[config.mk]
export PLATFORM = sky130hd
export DESIGN_NAME = rx_elem_alloc
export DESIGN_NICKNAME = d
export VERILOG_FILES = /design/src/rtl/rxb_pkg.sv /design/src/rtl/rxb_id_fifo.sv /design/src/rtl/rxb_fill_ctrl.sv /design/src/rtl/rx_elem_alloc.sv
export SDC_FILE = /design/constraint.sdc
export NUM_CORES = 2
export LEC_CHECK = 0
export ABC_AREA = 1
export BUFFER_PORTS_ARGS = -buffer_cell sky130_fd_sc_hd__clkbuf_2
export CORE_MARGIN = 4
export CORE_UTILIZATION = 60
export CTS_BUF_LIST = sky130_fd_sc_hd__clkbuf_4
export DETAILED_ROUTE_END_ITERATION = 10
export PLACE_DENSITY = 0.85
export SYNTH_ARGS = -nofsm -noshare
export SYNTH_HDL_FRONTEND = slang
export SYNTH_SLANG_ARGS = --single-unit
export TNS_END_PERCENT = 20
[constraint.sdc]
create_clock -name clk -period 7.3 [get_ports clk]
set_input_delay 0.365 -clock clk [delete_from_list [all_inputs] [get_ports clk]]
set_output_delay 0.365 -clock clk [all_outputs]
set_load 0.05 [all_outputs]
[src/rtl/rxb_pkg.sv]
package rxb_pkg;

    localparam int ELEM_IDX_W = 7;
    localparam int BYTE_CNT_W = 8;

    typedef struct packed {
        logic [ELEM_IDX_W-1:0] elem;
        logic [BYTE_CNT_W-1:0] bytes;
        logic                  sop;
        logic                  eop;
        logic                  err;
    } rx_status_t;

    localparam int STATUS_W = $bits(rx_status_t);

    typedef enum logic [1:0] {
        FS_IDLE,
        FS_FILL,
        FS_SPILL,
        FS_DISCARD
    } fill_state_e;

    function automatic int pool_elems(bit small_elems);
        return small_elems ? 128 : 64;
    endfunction

    function automatic int pool_elem_bytes(bit small_elems);
        return small_elems ? 64 : 128;
    endfunction

    function automatic logic [2:0] word_bytes(logic eop, logic [1:0] nbytes);
        if (!eop)
            return 3'd4;
        return (nbytes == 2'd0) ? 3'd4 : {1'b0, nbytes};
    endfunction

endpackage

[src/rtl/rxb_id_fifo.sv]
module rxb_id_fifo #(
    parameter int W       = 7,
    parameter int DEPTH   = 64,
    parameter bit PRELOAD = 1'b0
) (
    input  logic         clk,
    input  logic         rst,
    input  logic         push,
    input  logic [W-1:0] wdata,
    input  logic         pop,
    output logic [W-1:0] head,
    output logic         empty
);
    localparam int PW = $clog2(DEPTH);
    localparam int CW = $clog2(DEPTH + 1);

    logic [W-1:0]  mem [DEPTH];
    logic [PW-1:0] rd_ptr;
    logic [PW-1:0] wr_ptr;
    logic [CW-1:0] count;

    always_ff @(posedge clk) begin
        if (rst) begin
            if (PRELOAD) begin
                for (int i = 0; i < DEPTH; i++)
                    mem[i] <= W'(i);
            end
        end else if (push) begin
            mem[wr_ptr] <= wdata;
        end
    end

    always_ff @(posedge clk) begin
        if (rst) begin
            rd_ptr <= '0;
            wr_ptr <= '0;
            count  <= PRELOAD ? CW'(DEPTH) : '0;
        end else begin
            if (push)
                wr_ptr <= wr_ptr + 1'b1;
            if (pop)
                rd_ptr <= rd_ptr + 1'b1;
            case ({push, pop})
                2'b10:   count <= count + 1'b1;
                2'b01:   count <= count - 1'b1;
                default: count <= count;
            endcase
        end
    end

    assign head  = mem[rd_ptr];
    assign empty = (count == '0);

    AST_FIFO_NO_OVERFLOW: assert property (@(posedge clk) disable iff (rst)
        (push && count == CW'(DEPTH)) |-> pop);

    AST_FIFO_NO_UNDERFLOW: assert property (@(posedge clk) disable iff (rst)
        pop |-> (count != '0));

endmodule

[src/rtl/rxb_fill_ctrl.sv]
module rxb_fill_ctrl
    import rxb_pkg::*;
#(
    parameter int ELEM_BYTES = 128,
    parameter int WIDX_W     = 5,
    parameter int DROP_W     = 16
) (
    input  logic                  clk,
    input  logic                  rst,
    input  logic                  rx_valid,
    input  logic [31:0]           rx_data,
    input  logic                  rx_sop,
    input  logic                  rx_eop,
    input  logic                  rx_idle,
    input  logic [1:0]            rx_nbytes,
    input  logic                  rx_err,
    input  logic [ELEM_IDX_W-1:0] free_head,
    input  logic                  free_empty,
    output logic                  free_pop,
    output logic                  wr_valid,
    output logic [ELEM_IDX_W-1:0] wr_elem,
    output logic [WIDX_W-1:0]     wr_word,
    output logic [31:0]           wr_data,
    output logic                  st_push,
    output rx_status_t            st_data,
    output logic [DROP_W-1:0]     drop_count
);
    localparam logic [BYTE_CNT_W-1:0] FULL_BYTES = BYTE_CNT_W'(ELEM_BYTES);

    fill_state_e           state_q, state_d;
    logic [ELEM_IDX_W-1:0] elem_q, elem_d;
    logic [BYTE_CNT_W-1:0] bytes_q, bytes_d;
    logic                  esop_q, esop_d;
    logic [DROP_W-1:0]     drop_q, drop_d;

    logic                  accept;
    logic                  take_new;
    logic                  go;
    logic [ELEM_IDX_W-1:0] use_elem;
    logic [BYTE_CNT_W-1:0] base;
    logic [BYTE_CNT_W-1:0] new_bytes;
    logic                  use_sop;
    logic                  wr_en;
    logic [WIDX_W-1:0]     wr_idx_d;

    assign accept   = rx_valid && !rx_idle;
    assign take_new = rx_sop || (state_q == FS_SPILL);

    always_comb begin
        state_d   = state_q;
        elem_d    = elem_q;
        bytes_d   = bytes_q;
        esop_d    = esop_q;
        drop_d    = drop_q;
        free_pop  = 1'b0;
        go        = 1'b0;
        use_elem  = elem_q;
        base      = bytes_q;
        use_sop   = esop_q;
        new_bytes = bytes_q;
        wr_en     = 1'b0;
        wr_idx_d  = '0;
        st_push   = 1'b0;
        st_data   = '0;

        if (accept) begin
            if (take_new) begin
                if (!free_empty) begin
                    free_pop = 1'b1;
                    go       = 1'b1;
                    use_elem = free_head;
                    base     = '0;
                    use_sop  = rx_sop;
                end else begin
                    drop_d  = drop_q + 1'b1;
                    state_d = rx_eop ? FS_IDLE : FS_DISCARD;
                end
            end else if (state_q == FS_FILL) begin
                go = 1'b1;
            end else if (state_q == FS_DISCARD && rx_eop) begin
                state_d = FS_IDLE;
            end

            if (go) begin
                wr_en     = 1'b1;
                wr_idx_d  = WIDX_W'(base >> 2);
                new_bytes = base + BYTE_CNT_W'(word_bytes(rx_eop, rx_nbytes));
                elem_d    = use_elem;
                bytes_d   = new_bytes;
                esop_d    = use_sop;
                if (rx_eop || new_bytes == FULL_BYTES) begin
                    st_push       = 1'b1;
                    st_data.elem  = use_elem;
                    st_data.bytes = new_bytes;
                    st_data.sop   = use_sop;
                    st_data.eop   = rx_eop;
                    st_data.err   = rx_eop && rx_err;
                    state_d       = rx_eop ? FS_IDLE : FS_SPILL;
                end else begin
                    state_d = FS_FILL;
                end
            end
        end
    end

    always_ff @(posedge clk) begin
        if (rst) begin
            state_q  <= FS_IDLE;
            elem_q   <= '0;
            bytes_q  <= '0;
            esop_q   <= 1'b0;
            drop_q   <= '0;
            wr_valid <= 1'b0;
            wr_elem  <= '0;
            wr_word  <= '0;
            wr_data  <= '0;
        end else begin
            state_q  <= state_d;
            elem_q   <= elem_d;
            bytes_q  <= bytes_d;
            esop_q   <= esop_d;
            drop_q   <= drop_d;
            wr_valid <= wr_en;
            wr_elem  <= use_elem;
            wr_word  <= wr_idx_d;
            wr_data  <= rx_data;
        end
    end

    assign drop_count = drop_q;

    AST_IDLE_NO_WRITE: assert property (@(posedge clk) disable iff (rst)
        (rx_valid && rx_idle) |=> !wr_valid);

    AST_STATUS_BYTES: assert property (@(posedge clk) disable iff (rst)
        st_push |-> (st_data.bytes != '0 && st_data.bytes <= FULL_BYTES));

    AST_OPEN_ELEM_FULL: assert property (@(posedge clk) disable iff (rst)
        (st_push && !st_data.eop) |-> (st_data.bytes == FULL_BYTES));

    AST_DROP_STEP: assert property (@(posedge clk) disable iff (rst)
        1'b1 |=> (drop_count == $past(drop_count) || drop_count == $past(drop_count) + 1'b1));

endmodule

[src/rtl/rx_elem_alloc.sv]
module rx_elem_alloc
    import rxb_pkg::*;
#(
    parameter bit SMALL_ELEMS = 1'b0,
    parameter int NUM_THREADS = 16,
    parameter int DROP_W      = 16,
    localparam int NUM_ELEMS  = pool_elems(SMALL_ELEMS),
    localparam int ELEM_BYTES = pool_elem_bytes(SMALL_ELEMS),
    localparam int WIDX_W     = $clog2(ELEM_BYTES / 4),
    localparam int THR_W      = $clog2(NUM_THREADS)
) (
    input  logic                  clk,
    input  logic                  rst,
    input  logic                  rx_valid,
    input  logic [31:0]           rx_data,
    input  logic                  rx_sop,
    input  logic                  rx_eop,
    input  logic                  rx_idle,
    input  logic [1:0]            rx_nbytes,
    input  logic                  rx_err,
    input  logic                  thr_reg_valid,
    input  logic [THR_W-1:0]      thr_reg_id,
    input  logic                  rel_valid,
    input  logic [ELEM_IDX_W-1:0] rel_elem,
    output logic                  wr_valid,
    output logic [ELEM_IDX_W-1:0] wr_elem,
    output logic [WIDX_W-1:0]     wr_word,
    output logic [31:0]           wr_data,
    output logic                  st_valid,
    output logic [THR_W-1:0]      st_thread,
    output logic [STATUS_W-1:0]   st_word,
    output logic [DROP_W-1:0]     drop_count
);
    logic [ELEM_IDX_W-1:0] free_head;
    logic                  free_empty;
    logic                  free_pop;

    logic                  st_push;
    rx_status_t            st_data;
    logic [STATUS_W-1:0]   stq_head;
    logic                  stq_empty;

    logic [THR_W-1:0]      thr_head;
    logic                  thr_empty;
    logic                  deliver;

    rxb_id_fifo #(
        .W       (ELEM_IDX_W),
        .DEPTH   (NUM_ELEMS),
        .PRELOAD (1'b1)
    ) u_elem_free (
        .clk   (clk),
        .rst   (rst),
        .push  (rel_valid),
        .wdata (rel_elem),
        .pop   (free_pop),
        .head  (free_head),
        .empty (free_empty)
    );

    rxb_fill_ctrl #(
        .ELEM_BYTES (ELEM_BYTES),
        .WIDX_W     (WIDX_W),
        .DROP_W     (DROP_W)
    ) u_fill (
        .clk        (clk),
        .rst        (rst),
        .rx_valid   (rx_valid),
        .rx_data    (rx_data),
        .rx_sop     (rx_sop),
        .rx_eop     (rx_eop),
        .rx_idle    (rx_idle),
        .rx_nbytes  (rx_nbytes),
        .rx_err     (rx_err),
        .free_head  (free_head),
        .free_empty (free_empty),
        .free_pop   (free_pop),
        .wr_valid   (wr_valid),
        .wr_elem    (wr_elem),
        .wr_word    (wr_word),
        .wr_data    (wr_data),
        .st_push    (st_push),
        .st_data    (st_data),
        .drop_count (drop_count)
    );

    rxb_id_fifo #(
        .W       (STATUS_W),
        .DEPTH   (NUM_ELEMS),
        .PRELOAD (1'b0)
    ) u_status_q (
        .clk   (clk),
        .rst   (rst),
        .push  (st_push),
        .wdata (st_data),
        .pop   (deliver),
        .head  (stq_head),
        .empty (stq_empty)
    );

    rxb_id_fifo #(
        .W       (THR_W),
        .DEPTH   (NUM_THREADS),
        .PRELOAD (1'b0)
    ) u_thread_free (
        .clk   (clk),
        .rst   (rst),
        .push  (thr_reg_valid),
        .wdata (thr_reg_id),
        .pop   (deliver),
        .head  (thr_head),
        .empty (thr_empty)
    );

    assign deliver = !stq_empty && !thr_empty;

    always_ff @(posedge clk) begin
        if (rst) begin
            st_valid  <= 1'b0;
            st_thread <= '0;
            st_word   <= '0;
        end else begin
            st_valid  <= deliver;
            st_thread <= thr_head;
            st_word   <= stq_head;
        end
    end

    AST_WR_ELEM_RANGE: assert property (@(posedge clk) disable iff (rst)
        wr_valid |-> (wr_elem < ELEM_IDX_W'(NUM_ELEMS)));

    AST_NO_PUSH_WITHOUT_THREAD: assert property (@(posedge clk) disable iff (rst)
        thr_empty |=> !st_valid);

endmodule

---- Yosys cells after proc, flatten, opt, wreduce, memory -nomap -nowiden ----
Memories as Yosys holds them, arrays and structs flattened. A register that Yosys moved wholly into a read port is not among the register bits.
Index checks and enable logic that the tools add are counted.
word-level totals
  word-level logic and storage cells ...... 129
  memories kept ........................... 3
  bits in writable memories ............... 1664
  flip-flop bits (word level) ............. 131
memories
  name               depth  bits a word  rd ports  clocked after memory_dff  write ports  line               source
  u_status_q.mem     64     18           1         1                         1            rxb_id_fifo.sv:17  logic [W-1:0] mem [DEPTH];
  u_elem_free.mem    64     7            1         1                         64           rxb_id_fifo.sv:17
  u_thread_free.mem  16     4            1         1                         1            rxb_id_fifo.sv:17
cells by class
  add/sub/neg operators ................... 14
  reductions and logical operators ........ 23
  eq/ne operators ......................... 12
  bitwise logic cells ..................... 2
  multiplexer cells ....................... 56
operators by type and width
  kind                                                   number
  two-way mux 18 bit                                     3
  two-way mux 7 bit                                      4
  one-hot mux 7 bit (2 select lines)                     2
  two-way mux 1 bit                                      27
  adder 6 x 1 -> 6 bit, second input constant            4
  two-way mux 8 bit                                      3
  two-way mux 6 bit                                      3
  adder 16 x 1 -> 16 bit, second input constant          1
  two-way mux 2 bit                                      8
  two-way mux 3 bit                                      5
  adder 7 x 1 -> 7 bit, second input constant            2
  zero test 7 bit                                        2
  subtractor 7 x 1 -> 7 bit, second input constant       2
  == test 2 bit, second input constant                   5
  one-hot mux 5 bit (2 select lines)                     1
  adder 4 x 1 -> 4 bit, second input constant            2
  adder 8 x 3 -> 8 bit                                   1
  == test 2 x 1 -> 1 bit, second input constant          4
  == test 8 bit, second input constant                   1
  OR reduction 7 bit                                     1
  inequality test 3 x 2 -> 1 bit, second input constant  2
  nonzero test 2 bit                                     3
  adder 5 x 1 -> 5 bit, second input constant            1
  zero test 5 bit                                        1
  12 further kinds                                       19

---- Depth between registers and ports, before layout ----
  depth after elaboration ................. 18
  gate-level depth with buffers ........... 32
  gate-level depth less buffers ........... 30

---- Hierarchy ----
Synthesis repeated with hierarchy kept, for this count alone.
unflattened totals
  cell total of the unflattened synthesis .. 7320
  area total of the unflattened synthesis .. 77584.4 um2
modules (own cells, without submodules)
  module                        area each (um2)  cells an instance  times used
  rxb_id_fifo at u_status_q     48103.6          4090               1
  rxb_id_fifo at u_elem_free    21997.3          2395               1
  rxb_id_fifo at u_thread_free  3614.7           334                1
  rxb_fill_ctrl                 3201.8           427                1
  rx_elem_alloc                 666.9            74                 1

---- Worst setup path after synthesis ----
OpenSTA, ideal clock, no wires.
  path kind ............................... register to register
  start ................................... register u_fill.state_q[1]
  end ..................................... memory u_status_q.mem[0][17] (netlist bit) (data pin)
  path slack .............................. 1.494 ns
  arrival ................................. 5.124 ns
  clock period less this slack ............ 5.806 ns
  stages on the path, launching flop included .. 19
  data required time ...................... 6.618 ns
  path through ............................ dfxtp_1 inv_1 o21ai_2 inv_1 nor2_2 clkbuf_1 nor2_1 ha_1 fa_1 xor2_1 inv_1 nand3_1 nor2_1 nand2_1 nor2_2 nand3_2 nand2_4 inv_2 nor3_1
RTL lines
  what                      line                  source
  start: declaration        rxb_fill_ctrl.sv:30   fill_state_e state_q, state_d;
  start signal: assignment  rxb_fill_ctrl.sv:118  state_q <= state_d;
  end: declaration          rxb_id_fifo.sv:17

==> flow_summary.json <==
{
  "status": "completed",
  "hold_viol": 0,
  "slew_headroom_pct": 11.8,
  "pin_count": 138,
  "grt_pass1_vias": 53800,
  "finalClockSkew_ps": 166,
  "max_freq_mhz": 198,
  "cts_tree": "done",
  "intPower_w": 0.0170,
  "crit_fanout": 60,
  "synthCells": 6340,
  "initial_utilization_pct": 60.6,
  "rows": 128,
  "final-setup-viol-count": 0,
  "async_flop_share_pct": 0,
  "totalWireLength_um": 202000,
  "drive_gt1_share_pct": 14.4,
  "min_path_cells": 2,
  "synth_warnings": 0,
  "synth_commonest_cells": "edfxtp_1 (1664), nor2_1 (1390), o21ai_0 (942)",
  "die_h_um": 359,
  "vias_per_cell": 6.31,
  "drt_iter0_drc": 8791,
  "detail_route.first_pass.iterations": 9,
  "synth.avg_cell_area_um2": 11.7,
  "timing.final.crit_period_ps": 5060,
  "ys_top_cells_by_area": "edfxtp_1 (67%), nor2_1 (7.0%), o21ai_0 (6.4%), dfxtp_1 (4.3%), nand2_1 (2.7%)",
  "p_leak_nw": 29.2,
  "routabilityCongestion": 0.941,
  "antenna_found_initial": 9,
  "rsz0062_at_grt": "no",
  "root_buffer": "clkbuf_4",
  "area_growth_pct": 12.1,
  "syn_nets": 6427,
  "grt_pass1_wl_um": 305000,
  "final_cells": 8699,
  "cp_slowest_cell": "nor2_4",
  "htree_levels": 5,
  "dieArea_um2": 129000,
  "netlist.area_leader.share_pct": 67.5,
  "wl_per_cell_um": 23.2,
  "synth_seq_cells": 1823,
  "ant_nets": 0,
  "clkTransAtPathRegs_ps": 70,
  "combPwrFrac_pct": 19.7,
  "r2r_slack_ps": 2240,
  "pwr_density_cell_nw_per_um2": 298,
  "drcViolationCount": 0,
  "io_buffers": 137,
  "synth.cell_area_um2": 74000,
  "dp.cells": 7785,
  "grt_usage_pct": 30.3,
  "vdd_drop_max_uv": 327,
  "hold_path_class": "input port to register",
  "yosys_most_used_dff": "edfxtp_1",
  "cts_inserted_buffers": 443,
  "yosysMostFrequentCell": "edfxtp_1",
  "ys_seq_area_share_pct": 71.8,
  "p_seq_share_pct": 47.2,
  "clockBufferDepth": 4,
  "synth_top_cell_by_area": "edfxtp_1",
  "path_depth": 14,
  "worst_slew_pin_slew_ps": 1320,
  "startpoint_type": "register",
  "switching_share_pct": 31.3,
  "worst_ep_required_time_ps": 8320,
  "synth_edf_count": 1664,
  "nets": 6816,
  "cts_setup_buffers": 0,
  "cts_resized": 0,
  "worstSetupEndpointType": "register",
  "die_w_um": 359,
  "drv_slew": 0,
  "cp_slowest_stage_delay_ps": 990,
  "dp_hpwl_um": 113000,
  "vias": 54900,
  "core_um2": 122000,
  "rr_worst_depth": 14,
  "path_cells": "buf_4 -> inv_2 -> buf_4 -> o21ai_0 -> o22ai_1 -> o21ai_0 -> nor2_1 -> o21ai_0 -> nand2_1 -> nand2_1 -> nand3_1 -> nand2_1 -> nor2_4 -> buf_4",
  "hp-start": "thr_reg_id[2]",
  "grt_max_degree": 259,
  "timing.critical_path.buf_inv": 4,
  "drv_cap": 0,
  "cp_top_family": "buffers and inverters",
  "tns_ps": 0,
  "cts_sinks": 1823,
  "criticalPathCategory": "register to register",
  "synthDistinctLibCells": 41,
  "clkPwrFrac_pct": 33.1,
  "p_sw_w": 0.00776,
  "fin_crit_sh_pct": 69.3,
  "overflow": 0,
  "insertion_delay_ps": 1320,
  "critPathArrivalTime_ps": 6080
}
-- path summary, 6_finish.rpt --
check	to
min reg2reg	u_fill.bytes_q[0]$_SDFFE_PP0P_
min	u_thread_free.mem[11][2]$_DFFE_PP_
max	u_status_q.mem[4][11]$_DFFE_PP_
max reg2reg	u_status_q.mem[4][11]$_DFFE_PP_
-- logic make-up (layout without fill, tap and decap cells) --
| kind of cell | Yosys count | in the layout | synth area share, % |
|---|---|---|---|
| AO/OA/AOI/OAI | 1571 | 1571 | 12.0 |
| XOR/XNOR | 15 | 15 | 0.177 |
| adder cells (fa/ha/maj) | 33 | 33 | 0.598 |
| buffers and inverters | 682 | 1408 | 3.50 |
| flip-flops | 1823 | 1823 | 71.8 |
| other | 0 | 8 | 0 |
| AND/OR/NAND/NOR | 2216 | 2216 | 11.9 |
-- power by group through the flow --
stage	logic, W	registers (W)	clock network (W)
2_1_floorplan	0.00311	0.0120	0
3_5_place_dp	0.00463	0.0119	0
5_1_grt	0.00523	0.0117	0.00885
6_report	0.00487	0.0117	0.00820
4_1_cts	0.00471	0.0117	0.00824
3_3_place_gp	0.00442	0.0119	0
-- cells in the final DEF (no fill, tap or decap), types with 3 or more instances in the layout --
cell type and instances:
diode_2 8, xor2_1 10, clkbuf_2 136, o211ai_1 40
fa_1 4, buf_12 3, a211oi_1 4, o21a_1 3
nand4_1 43, a21oi_1 134, clkinv_2 20, nor3_1 28
clkbuf_4 658, o21ai_0 942, nand2_4 7, nor2_4 13
edfxtp_1 1664, inv_1 243, inv_2 14, o21ai_1 4
dlygate4sd3_1 124, dfxtp_4 4, xnor2_1 5, nor2_2 29
o221ai_1 134, nand3_1 185, o21bai_1 18, clkinv_1 102
o22ai_1 286, nor2_1 1353, nand2_1 535, dfxtp_1 153
buf_4 99, nor3_2 12, bufinv_16 3, ha_1 29
-- stage by stage --
step	instance area [um2]	total power, W	util, %	hold WS [ps]	setup slack (ps)
CTS	83000	0.0246	67.9	7.27	2370
global route	83000	0.0258	67.9	66.4	1910
detailed placement	76200	0.0165	62.4	448	2320
floorplan	74000	0.0151	-	422	1490
finish	83000	0.0248	67.9	127	2240
global placement	76200	0.0163	62.4	441	2340
-- state kept, by name (all words and copies together), names as in the netlist, 7 cells and up, named ones only --
register,flops
u_elem_free.mem,448
u_status_q.count,7
u_thread_free.mem,64
u_fill.wr_elem,7
u_fill.wr_data,32
st_word,18
u_elem_free.count,7
u_status_q.mem,1152
u_fill.bytes_q,8
u_fill.elem_q,7
u_fill.drop_count,16
-- area by class of cell --
type,instances,area [um2]
Sequential cell,1823,53200
Fill cell,8076,39200
Multi-Input combinational cell,3835,18500
Clock buffer,658,4940
Timing Repair Buffer,362,2730
Tap cell,1625,2030
Inverter,264,1020
Clock inverter,124,569
Antenna cell,8,20.0
-- per-layer routing --
layer / routed length, um / global-route usage (%)
met1: 68400 / 38.4
met4: 12000 / 17.5
met5: 0 / 0
met2: 92700 / 47.0
met3: 28900 / 8.80
-- timing repair --
item	4_1_cts	5_1_grt
endpoints found under the setup margin	0	0
hold buffers	124	0
endpoints found under the hold margin	767	0
-- worst register-to-register path, delay by kind of cell (launching register included) --
family,cells,cell delay (ps)
buffers and inverters,4,2310
and+or+nand+nor,6,1560
DFF,1,310
AOI/OAI and AO/OA,4,650
(Power assumes the default switching activity.)
